File: src/rtl/dcpt_pkg.sv
package dcpt_pkg;
  typedef enum logic [1:0] {
    MODE_OFF0 = 2'b00,
    MODE_OFF1 = 2'b01,
    MODE_PWM  = 2'b10,
    MODE_TMR  = 2'b11
  } mode_e;

  typedef struct packed {
    logic       cclr;    // timer-mode clear select: 1 = A, 0 = P
    logic       swap;    // PWM role swap: 1 = A is period
    logic       pol;     // inverts the waveform on the pin
    logic       act_lvl; // level of the active part
    logic [1:0] oc;      // output control
    mode_e      mode;
  } ctrl_t;

  localparam int CTRL_W = 8;
endpackage

File: src/rtl/dcpt_regs.sv
module dcpt_regs
  import dcpt_pkg::*;
#(
  parameter int W = 10
) (
  input  logic         clk,
  input  logic         rst,
  input  logic         wr_en,
  input  logic [1:0]   wr_addr,
  input  logic [W-1:0] wr_data,
  input  logic         load,
  output ctrl_t        ctrl_o,
  output logic [W-1:0] cmp_a_o,
  output logic [W-1:0] cmp_p_o
);
  ctrl_t        ctrl_q;
  logic [W-1:0] pend_a_q, pend_p_q, act_a_q, act_p_q;
  logic         unused_hi;

  assign unused_hi = ^wr_data[W-1:CTRL_W];

  always_ff @(posedge clk) begin
    if (rst) begin
      ctrl_q   <= '0;
      pend_a_q <= '0;
      pend_p_q <= '0;
    end else if (wr_en) begin
      case (wr_addr)
        2'd0:    ctrl_q   <= ctrl_t'(wr_data[CTRL_W-1:0]);
        2'd1:    pend_a_q <= wr_data;
        2'd2:    pend_p_q <= wr_data;
        default: ;
      endcase
    end
  end

  always_ff @(posedge clk) begin
    if (rst) begin
      act_a_q <= '0;
      act_p_q <= '0;
    end else if (load) begin
      act_a_q <= pend_a_q;
      act_p_q <= pend_p_q;
    end
  end

  assign ctrl_o  = ctrl_q;
  assign cmp_a_o = act_a_q;
  assign cmp_p_o = act_p_q;


  shadow_hold_chk: assert property (@(posedge clk) disable iff (rst)
    !load |=> ($stable(act_a_q) && $stable(act_p_q)));
endmodule

File: src/rtl/dcpt_core.sv
module dcpt_core
  import dcpt_pkg::*;
#(
  parameter int W = 10
) (
  input  logic         clk,
  input  logic         rst,
  input  logic         tick,
  input  ctrl_t        ctrl,
  input  logic [W-1:0] cmp_a,
  input  logic [W-1:0] cmp_p,
  input  logic [1:0]   flag_clr,
  output logic [W-1:0] cnt_o,
  output logic         boundary_o,
  output logic         flag_a_o,
  output logic         flag_p_o
);
  localparam logic [W-1:0] CNT_MAX = '1;

  logic [W-1:0] cnt_q;
  logic         fa_q, fp_q;
  logic         run, pwm, step, hit_a, hit_p, clr_by_a, per_hit;

  assign run      = ctrl.mode[1];
  assign pwm      = (ctrl.mode == MODE_PWM);
  assign step     = run & tick;
  assign hit_a    = (cnt_q == cmp_a);
  assign hit_p    = (cnt_q == cmp_p);
  assign clr_by_a = pwm ? ctrl.swap : ctrl.cclr;
  assign per_hit  = clr_by_a ? hit_a : hit_p;

  always_ff @(posedge clk) begin
    if (rst || !run)  cnt_q <= '0;
    else if (tick)    cnt_q <= per_hit ? '0 : cnt_q + 1'b1;
  end

  always_ff @(posedge clk) begin
    if (rst) begin
      fa_q <= 1'b0;
      fp_q <= 1'b0;
    end else begin
      fa_q <= (fa_q & ~flag_clr[0]) | (step & hit_a);
      fp_q <= (fp_q & ~flag_clr[1]) | (step & hit_p);
    end
  end

  assign boundary_o = step & (per_hit | (cnt_q == CNT_MAX));
  assign cnt_o      = cnt_q;
  assign flag_a_o   = fa_q;
  assign flag_p_o   = fp_q;


  idle_hold_chk: assert property (@(posedge clk) disable iff (rst)
    !run |=> (cnt_q == '0));

  no_tick_hold_chk: assert property (@(posedge clk) disable iff (rst)
    (run && !tick) |=> $stable(cnt_q));

  flag_sticky_chk: assert property (@(posedge clk) disable iff (rst)
    (fa_q && !flag_clr[0]) |=> fa_q);
endmodule

File: src/rtl/dcpt_outstage.sv
module dcpt_outstage
  import dcpt_pkg::*;
#(
  parameter int W = 10
) (
  input  logic         clk,
  input  logic         rst,
  input  ctrl_t        ctrl,
  input  logic [W-1:0] cnt,
  input  logic [W-1:0] cmp_a,
  input  logic [W-1:0] cmp_p,
  output logic         pin_out,
  output logic         pin_oe
);
  logic [W-1:0] per, duty;
  logic         in_duty, wave, pwm;

  assign pwm     = (ctrl.mode == MODE_PWM);
  assign per     = ctrl.swap ? cmp_a : cmp_p;
  assign duty    = ctrl.swap ? cmp_p : cmp_a;
  assign in_duty = (duty != '0) && ((cnt < duty) || (duty >= per));
  assign wave    = (in_duty ? ctrl.act_lvl : ~ctrl.act_lvl) ^ ctrl.pol;

  always_ff @(posedge clk) begin
    if (rst) begin
      pin_out <= 1'b0;
      pin_oe  <= 1'b0;
    end else begin
      pin_oe <= pwm;
      if (!pwm)                 pin_out <= 1'b0;
      else if (ctrl.oc == 2'b10) pin_out <= wave;
      else if (ctrl.oc == 2'b01) pin_out <= 1'b1;
      else                      pin_out <= 1'b0;
    end
  end


  oe_timer_chk: assert property (@(posedge clk) disable iff (rst)
    (ctrl.mode == MODE_TMR) |=> (!pin_oe && !pin_out));

  forced_high_chk: assert property (@(posedge clk) disable iff (rst)
    (pwm && ctrl.oc == 2'b01) |=> (pin_out && pin_oe));
endmodule

File: src/rtl/dual_cmp_pwm_timer.sv
module dual_cmp_pwm_timer
  import dcpt_pkg::*;
#(
  parameter int CNT_W = 10
) (
  input  logic             clk,
  input  logic             rst,
  input  logic             tick,
  input  logic             wr_en,
  input  logic [1:0]       wr_addr,
  input  logic [CNT_W-1:0] wr_data,
  input  logic [1:0]       flag_clr,
  output logic             pin_out,
  output logic             pin_oe,
  output logic             flag_a,
  output logic             flag_p
);
  ctrl_t            ctrl;
  logic [CNT_W-1:0] cmp_a, cmp_p, cnt;
  logic             boundary, load;

  assign load = boundary | ~ctrl.mode[1];

  dcpt_regs #(.W(CNT_W)) u_regs (
    .clk(clk), .rst(rst), .wr_en(wr_en), .wr_addr(wr_addr),
    .wr_data(wr_data), .load(load), .ctrl_o(ctrl),
    .cmp_a_o(cmp_a), .cmp_p_o(cmp_p)
  );

  dcpt_core #(.W(CNT_W)) u_core (
    .clk(clk), .rst(rst), .tick(tick), .ctrl(ctrl),
    .cmp_a(cmp_a), .cmp_p(cmp_p), .flag_clr(flag_clr),
    .cnt_o(cnt), .boundary_o(boundary),
    .flag_a_o(flag_a), .flag_p_o(flag_p)
  );

  dcpt_outstage #(.W(CNT_W)) u_out (
    .clk(clk), .rst(rst), .ctrl(ctrl), .cnt(cnt),
    .cmp_a(cmp_a), .cmp_p(cmp_p),
    .pin_out(pin_out), .pin_oe(pin_oe)
  );
endmodule

File: config.mk
export PLATFORM = sky130hd
export DESIGN_NAME = dual_cmp_pwm_timer
export DESIGN_NICKNAME = d
export VERILOG_FILES = /design/src/rtl/dcpt_pkg.sv /design/src/rtl/dcpt_regs.sv /design/src/rtl/dcpt_core.sv /design/src/rtl/dcpt_outstage.sv /design/src/rtl/dual_cmp_pwm_timer.sv
export SDC_FILE = /design/constraint.sdc
export NUM_CORES = 1
export LEC_CHECK = 0
export BUFFER_PORTS_ARGS = -buffer_cell sky130_fd_sc_hd__buf_2
export CAP_MARGIN = 20
export CORE_AREA = 2 2 82 84
export CTS_BUF_LIST = sky130_fd_sc_hd__clkbuf_8
export CTS_CLUSTER_SIZE = 20
export DETAILED_ROUTE_END_ITERATION = 8
export DIE_AREA = 0 0 84 86
export PLACE_DENSITY = 0.77
export SLEW_MARGIN = 30
export SYNTH_ARGS = -nofsm -noshare
export SYNTH_HDL_FRONTEND = slang
export SYNTH_SLANG_ARGS = --single-unit
File: constraint.sdc
create_clock -name clk -period 8.7 [get_ports clk]
set_clock_uncertainty 0.1 [all_clocks]
set_input_delay 1.74 -clock clk [delete_from_list [all_inputs] [get_ports clk]]
set_output_delay 1.74 -clock clk [all_outputs]
set_load 0.03 [all_outputs]
# Yosys cells after proc, flatten, opt, wreduce, memory -nomap -nowiden
# Cells that the tools add are included.
[classes] muxes=8 n_reduce_logical=10 eq_ne=8 order_cmp=2 addsub=1 n_bitwise=16
[ops] operator="two-way mux 10 bit" n=3
[ops] operator="== test 10 bit" n=2
[ops] operator="adder 10 x 1 -> 10 bit, second input constant" n=1
[ops] operator="== test 10 bit, second input constant" n=1
[ops] operator="greater-or-equal comparator 10 bit" n=1
[ops] operator="less-than comparator 10 bit" n=1
[ops] operator="nonzero test 10 bit" n=1
[ops] operator="AND 1 bit" n=6
[ops] operator="== test 2 bit, second input constant" n=3
[ops] operator="AND reduction 2 bit" n=3
[ops] operator="two-way mux 1 bit" n=5
[ops] operator="inverter 1 bit" n=5
[ops] operator="== test 2 x 1 -> 1 bit, second input constant" n=2
[ops] operator="bitwise OR 1 bit" n=4
[ops] operator="zero test 2 bit" n=1
[ops] operator="logical OR 1 bit" n=2
[ops] operator="OR reduction 2 bit" n=1
[ops] operator="logical AND 1 bit" n=1
[ops] operator="zero test 1 bit" n=1
[ops] operator="bitwise XOR 1 bit" n=1
[totals] input_bits=18 reg_bits=62 out_inout_bits=4 word_cells=60

# Logic depth before layout (Yosys ltp)
# Gate-level depths: netlist of run 1.
[depth] word_depth=7 ltp_mapped=12 mapped_depth_nobuf=9

# Cells and area by module
# A second synthesis of run 1 with hierarchy kept.
[unflattened] hier_cells=371 area_unflattened_um2=3535.9
[by_module_without_submodules] module="dcpt_regs" cells_per_inst=170 area_per_inst_um2=1841.8 seq_area_each_um2=960.9 n_inst=1
[by_module_without_submodules] module="dcpt_core" cells_per_inst=101 area_per_inst_um2=873.3 seq_area_each_um2=240.2 n_inst=1
[by_module_without_submodules] module="dcpt_outstage" cells_per_inst=99 area_per_inst_um2=814.5 seq_area_each_um2=40.0 n_inst=1
[by_module_without_submodules] module="dual_cmp_pwm_timer" cells_per_inst=1 area_per_inst_um2=6.3 seq_area_each_um2=0.0 n_inst=1

# Worst setup path before layout of run 1
# No wires, ideal clock.
[synth_path] path_kind="input-to-reg" from="input port tick" to="register u_regs.act_a_q[6] (netlist: u_regs.cmp_a_o[6])" t_required_ns=8.538 path_stages=6 slack_ns=5.737 t_arrival_ns=2.800 setup_ns=0.062 cell_sequence="and3_1 nand2_1 o21ai_1 clkbuf_1 or4b_1 nand3_1"
[synth_via] elab_chain_cells=3
[synth_rtl] element="start, declared" line_no="dual_cmp_pwm_timer.sv:8" source="input logic tick,"
[synth_rtl] element="AND 1 bit" line_no="dcpt_core.sv:26" source="assign step = run & tick;"
[synth_rtl] element="AND 1 bit" line_no="dcpt_core.sv:47" source="assign boundary_o = step & (per_hit | (cnt_q == CNT_MAX));"
[synth_rtl] element="bitwise OR 1 bit" line_no="dual_cmp_pwm_timer.sv:22" source="assign load = boundary | ~ctrl.mode[1];"
[synth_rtl] element="end signal, assigned" line_no="dcpt_regs.sv:42" source="act_a_q <= pend_a_q;"
[synth_rtl] element="end, declared" line_no="dcpt_regs.sv:17" source="logic [W-1:0] pend_a_q, pend_p_q, act_a_q, act_p_q;"
# Every way passes these cells.
# A chain may end at the register's enable or synchronous reset.

# Worst setup path after layout of run 1
[layout_path] from="input port tick" to="register u_regs.act_a_q[8] (netlist: u_regs.cmp_a_o[8])"
# The elaborated chain is that of the path after synthesis.

==> summary.txt, run 1 <==
Finished Cell Area: 4150 um2
Tmin final: 3.78 ns
Die W: 84 um
Final setup fails: 0
Synth unique cells: 46
Largest area contributor in the netlist: dfxtp_1
Final-stage net count: 470
Wire length of the first global-routing pass: 15000 um
Total GRT Usage: 25.9%
Layout Cells excl Fill: 515
Clock latency on the worst-skew pair: 0.34 ns
Final hold violation count: 0
CTS Hold Bufs: 0
Synth top area cells: dfxtp_1, mux2i_1, ha_1
CP endpoint kind: flip-flop
Maximum fanout along the worst path: 60
Final worst slack: 4.92 ns
Final wirelength: 9000 um
DP Area: 3920 um2
CP arrival: 3.91 ns
Ant. Diodes: 0
CTS tree: done
Syn Nets: 473
GP Congestion: 0.853
Fmax: 0.264 GHz
H-tree depth: 3
FP Rows: 29
Power Density: 164 nW/um2
TritonCTS Buffers: 9
Hold WC Path Type: reg -> reg
I/O Buffers: 21
Pin count of the biggest net entering global routing: 74
DRT Pass-1 Iters: 5
Beginning of the worst hold path: u_core.flag_a_o
RR Endpoint: u_out.pin_out
Status: completed
Die H: 86 um
Post-synthesis cell area: 3850 um2
Gr ovfl total: 0
Worst Tran Pin Value: 0.889 ns
Reg clk slew, reported paths: 0.07 ns
Worst R2R Start: u_regs.ctrl_o[6]
Fin crit share: 43.5%
CTS Buffer Depth: 2
Post-Place Setup Slack: 4.63 ns
Final core utilization: 66.0%
Synth top area share: 32.2%
Clock Sink Count: 62
Starting DRT DRC Count: 183
Commonest non-fill, non-tap cell in the layout: dfxtp_1
Post-synth ARST share: 0%
Slew HR: 40.7%
RSZ-0062 raised after global routing: no
Max VDD drop: 0.126 mV
Critical path origin: tick
Post-route DRC: 0
Initial Util: 61.4%
Worst Reg-to-Reg Cells: 8
WL/cell: 17.5 um
Synth warn: 0
Initial antenna violation count: 0
Placed Cells: 499
Crit Path Class: in -> reg
Worst Hold End: u_core.flag_a_o
Syn Inst Count: 436
# resized after CTS: 0
Num ports: 22
Hold depth: 2
Vias in the first global route: 3036
Routed Antenna Nets: 0
Commonest non-fill, non-tap cells in the layout: dfxtp_1, mux2i_1, nor2_1
Pleak: 1.69 nW
Required @ worst endpoint: 8.82 ns
Root buf cell: clkbuf_8
Yosys reg bits: 62
Number of setup buffers added after CTS: 0
Layout cells sized above 1: 11.4%
Synth-to-Final Area Change: 7.53%
Top FF cell, synth: dfxtp_1
Core box area: 6280 um2
R2r setup slk: 6.10 ns
Mean post-synth cell area: 8.84 um2
Max-slew violation count: 0
Sequential share of the synthesized area: 32.2%
Setup Total Neg Slack: 0 ns
Post-synth EDFFs: 0
Vias: 3246
Total of max-cap violations: 0
CP Launch Type: primary input
Die Area: 7220 um2
DR vias/cell: 6.30
Final HPWL DP: 6120 um
==> kinds of logic after synthesis <==
group	Yosys count	share of synthesized area, %
XOR/XNOR	29	6.59
multiplexers	49	12.9
flip-flops	62	32.2
AO/OA/AOI/OAI	49	8.34
adder cells (fa/ha/maj)	19	6.17
AND/OR/NAND/NOR	175	27.7
buffers and inverters	53	6.10
==> sequential cells by signal, summed over array words and instances (netlist names) <==
| name | count |
|---|---|
| u_core.cnt_o | 10 |
| u_regs.cmp_a_o | 10 |
| u_regs.cmp_p_o | 10 |
| u_regs.pend_a_q | 10 |
| u_regs.pend_p_q | 10 |
| u_regs.ctrl_o | 8 |
| u_core.flag_a_o | 1 |
| u_core.flag_p_o | 1 |
| u_out.pin_oe | 1 |
| u_out.pin_out | 1 |
==> power breakdown <==
| part | switching, W | internal (W) | leakage [nW] |
|---|---|---|---|
| Sequential | 0.00000968 | 0.000291 | 0.502 |
| Clock | 0.000122 | 0.000171 | 0.109 |
| Combinational | 0.0000557 | 0.0000301 | 1.08 |
| Total | 0.000187 | 0.000492 | 1.69 |
==> critical path, stage by stage <==
cell	delay, ns
buf_2	0.67
and3_1	0.35
nand2_1	0.11
o21ai_4	0.13
buf_4	0.47
nor4b_1	0.11
a31oi_1	0.19
nand3_1	0.10
==> per-stage QoR <==
stage,hold slack (ns),total power [W]
floorplan,0.356,0.000374
global placement,0.369,0.000389
detailed placement,0.378,0.000392
CTS,0.397,0.000682
global route,0.434,0.000703
finish,0.392,0.000679
==> per-layer routing <==
metal	track usage (%)	wire (um)	up-vias	part of all wire [%]
li1	-	-	1620	-
met3	4.14	390	22	4.3
met5	0	0	-	0
met4	12.5	243	0	2.7
met1	34.6	4180	1539	46
met2	41.1	4180	65	46
==> how the worst max path moves through the flow <==
stage	end	slack, ns	depth (start not counted)
after floorplan	u_regs.cmp_a_o[6]	5.74	6
after global placement	u_regs.cmp_a_o[0]	4.73	8
after detailed placement	u_regs.cmp_p_o[4]	4.63	8
after CTS	u_regs.cmp_a_o[8]	4.98	8
after global routing	u_regs.cmp_a_o[8]	4.76	8
final	u_regs.cmp_a_o[8]	4.92	8
==> cell usage after synthesis (3+ instances only) <==
cell and n:
nand3_1 22, buf_1 3, nand4_1 29, nor3_1 5
nand2_1 13, dfxtp_1 62, inv_1 14, nand3b_1 3
xor2_1 9, mux2i_1 46, a31oi_1 21, buf_2 14
or4b_1 20, nor4_1 4, clkbuf_1 19, nor4b_1 20
a21oi_1 13, nor2_1 43, a32oi_1 3, ha_1 19
and3_1 3, xnor2_1 20
==> area by class of cell <==
| type | instances | area, um2 |
|---|---|---|
| inverters | 14 | 52.6 |
| clock buffers | 10 | 138 |
| repair buffers | 25 | 135 |
| flip-flops and latches | 62 | 1240 |
| well taps | 77 | 96.3 |
| clock inverters | 6 | 92.6 |
| multi-input cells | 321 | 2390 |
| fillers | 511 | 2130 |
Power figures use the tool's default switching activity.
==> inputs of run 2 (changes only) <==
==> constraint.sdc (replaced) <==
create_clock -name clk -period 3.5 [get_ports clk]
set_clock_uncertainty 0.1 [all_clocks]
set_input_delay 0.7 -clock clk [delete_from_list [all_inputs] [get_ports clk]]
set_output_delay 0.7 -clock clk [all_outputs]
set_load 0.03 [all_outputs]
==> run 2 against run 1 <==
Die area did not move. Utilization rose by 0.24 points. Cell count rose by 0.39%. Clock-buffer cell count did not move. Power rose by 150%. Register-to-register slack got worse by 5.3 ns. Combinational power rose by 140%. Largest cell class unchanged.
==> summary.txt, run 2 (same netlist as run 1, synthesis figures left out) <==
Num ports: 22
CP Launch Type: flip-flop
Final setup fails: 0
Pleak: 1.70 nW
Final wirelength: 9160 um
Total of max-cap violations: 0
Final-stage net count: 472
Layout Cells excl Fill: 517
Root buf cell: clkbuf_8
Number of setup buffers added after CTS: 0
TritonCTS Buffers: 9
Pin count of the biggest net entering global routing: 61
# resized after CTS: 0
Die H: 86 um
Commonest non-fill, non-tap cell in the layout: dfxtp_1
DRT Pass-1 Iters: 4
CP endpoint kind: flip-flop
Synth-to-Final Area Change: 7.92%
FP Rows: 29
DR vias/cell: 6.43
Reg clk slew, reported paths: 0.08 ns
Die W: 84 um
Gr ovfl total: 0
GP Congestion: 0.861
Final HPWL DP: 6240 um
Max-slew violation count: 0
Hold WC Path Type: reg -> reg
WL/cell: 17.7 um
Maximum fanout along the worst path: 16
Status: completed
RSZ-0062 raised after global routing: no
Slew HR: 54.2%
I/O Buffers: 21
Initial Util: 61.4%
CTS Hold Bufs: 0
CTS Buffer Depth: 2
Clock Sink Count: 62
Die Area: 7220 um2
Worst Tran Pin Value: 0.685 ns
Power Density: 406 nW/um2
Final hold violation count: 0
CP arrival: 2.87 ns
Tmin final: 2.73 ns
Register area: 1240 um2
# fillers: 518
Post-route DRC: 0
Ant. Diodes: 0
Commonest non-fill, non-tap cells in the layout: dfxtp_1, mux2i_1, nor2_1
Routed Antenna Nets: 0
Placed Cells: 501
Multi-input gate area: 2390 um2
CTS tree: done
Clock latency on the worst-skew pair: 0.35 ns
Core box area: 6280 um2
Layout cells sized above 1: 11.6%
Vias in the first global route: 3192
Fin crit share: 78.1%
Vias: 3326
Starting DRT DRC Count: 288
Total GRT Usage: 26.4%
Crit Path Class: reg -> reg
Setup Total Neg Slack: 0 ns
Required @ worst endpoint: 3.64 ns
Wire length of the first global-routing pass: 15200 um
Power, Total: 0.00169 W
Initial antenna violation count: 0
Fmax: 0.366 GHz
H-tree depth: 3
Max VDD drop: 0.350 mV
-- run 2: changes by cell type in the layout (fill, tap and decap cells not counted), sizes merged --
cell  before  now
buf       25   27
-- run 2: path summary, 6_finish.rpt --
check | startpoint | endpoint | slack [ns] | cells after the start
setup / recovery | u_regs.ctrl_o[6] | u_out.pin_out | 0.77 | 10
hold / removal | u_core.flag_a_o | u_core.flag_a_o | 0.39 | 2
setup reg to reg | u_regs.ctrl_o[6] | u_out.pin_out | 0.77 | 10
hold reg to reg | u_core.flag_a_o | u_core.flag_a_o | 0.39 | 2
-- run 2: cell type report --
class / count / area share (%)
clock buffer: 10 / 3.31
sequential: 62 / 29.8
clock inverter: 6 / 2.23
tap: 77 / 2.32
multi-input combinational: 321 / 57.4
timing repair buffer: 27 / 3.61
inverter: 14 / 1.26
-- run 2: layer usage --
| metal | part of all wire (%) | vias to the layer above | track usage, % | routed length [um] |
|---|---|---|---|---|
| met5 | 0 | - | 0 | 0 |
| met4 | 2.3 | 0 | 11.0 | 214 |
| met3 | 5.6 | 20 | 4.04 | 511 |
| met2 | 48 | 92 | 44.1 | 4380 |
| met1 | 44 | 1589 | 34.2 | 4050 |
| li1 | - | 1625 | - | - |
-- run 2: metrics by stage --
step	utilization [%]	hold slack, ns	area, um2	setup slack (ns)
after floorplan	-	0.356	3850	0.778
after global placement	62.6	0.365	3930	0.891
after detailed placement	62.6	0.376	3930	0.789
after CTS	66.3	0.394	4160	0.780
after global routing	66.3	0.437	4160	0.526
final	66.3	0.389	4160	0.766
-- run 2: report_power, final --
part | switching (W) | internal (W)
combinational | 0.000133 | 0.0000760
sequential | 0.0000270 | 0.000724
clock | 0.000306 | 0.000424
total | 0.000466 | 0.00122
-- run 2: worst max-delay path: stages, from the launching register on --
cell	delay (ns)
dfxtp_1	0.64
buf_4	0.36
mux2i_1	0.30
inv_1	0.07
ha_1	0.29
o211ai_1	0.16
o21ai_0	0.10
nand3_1	0.09
a21oi_1	0.09
o41ai_2	0.34
nand3_2	0.08
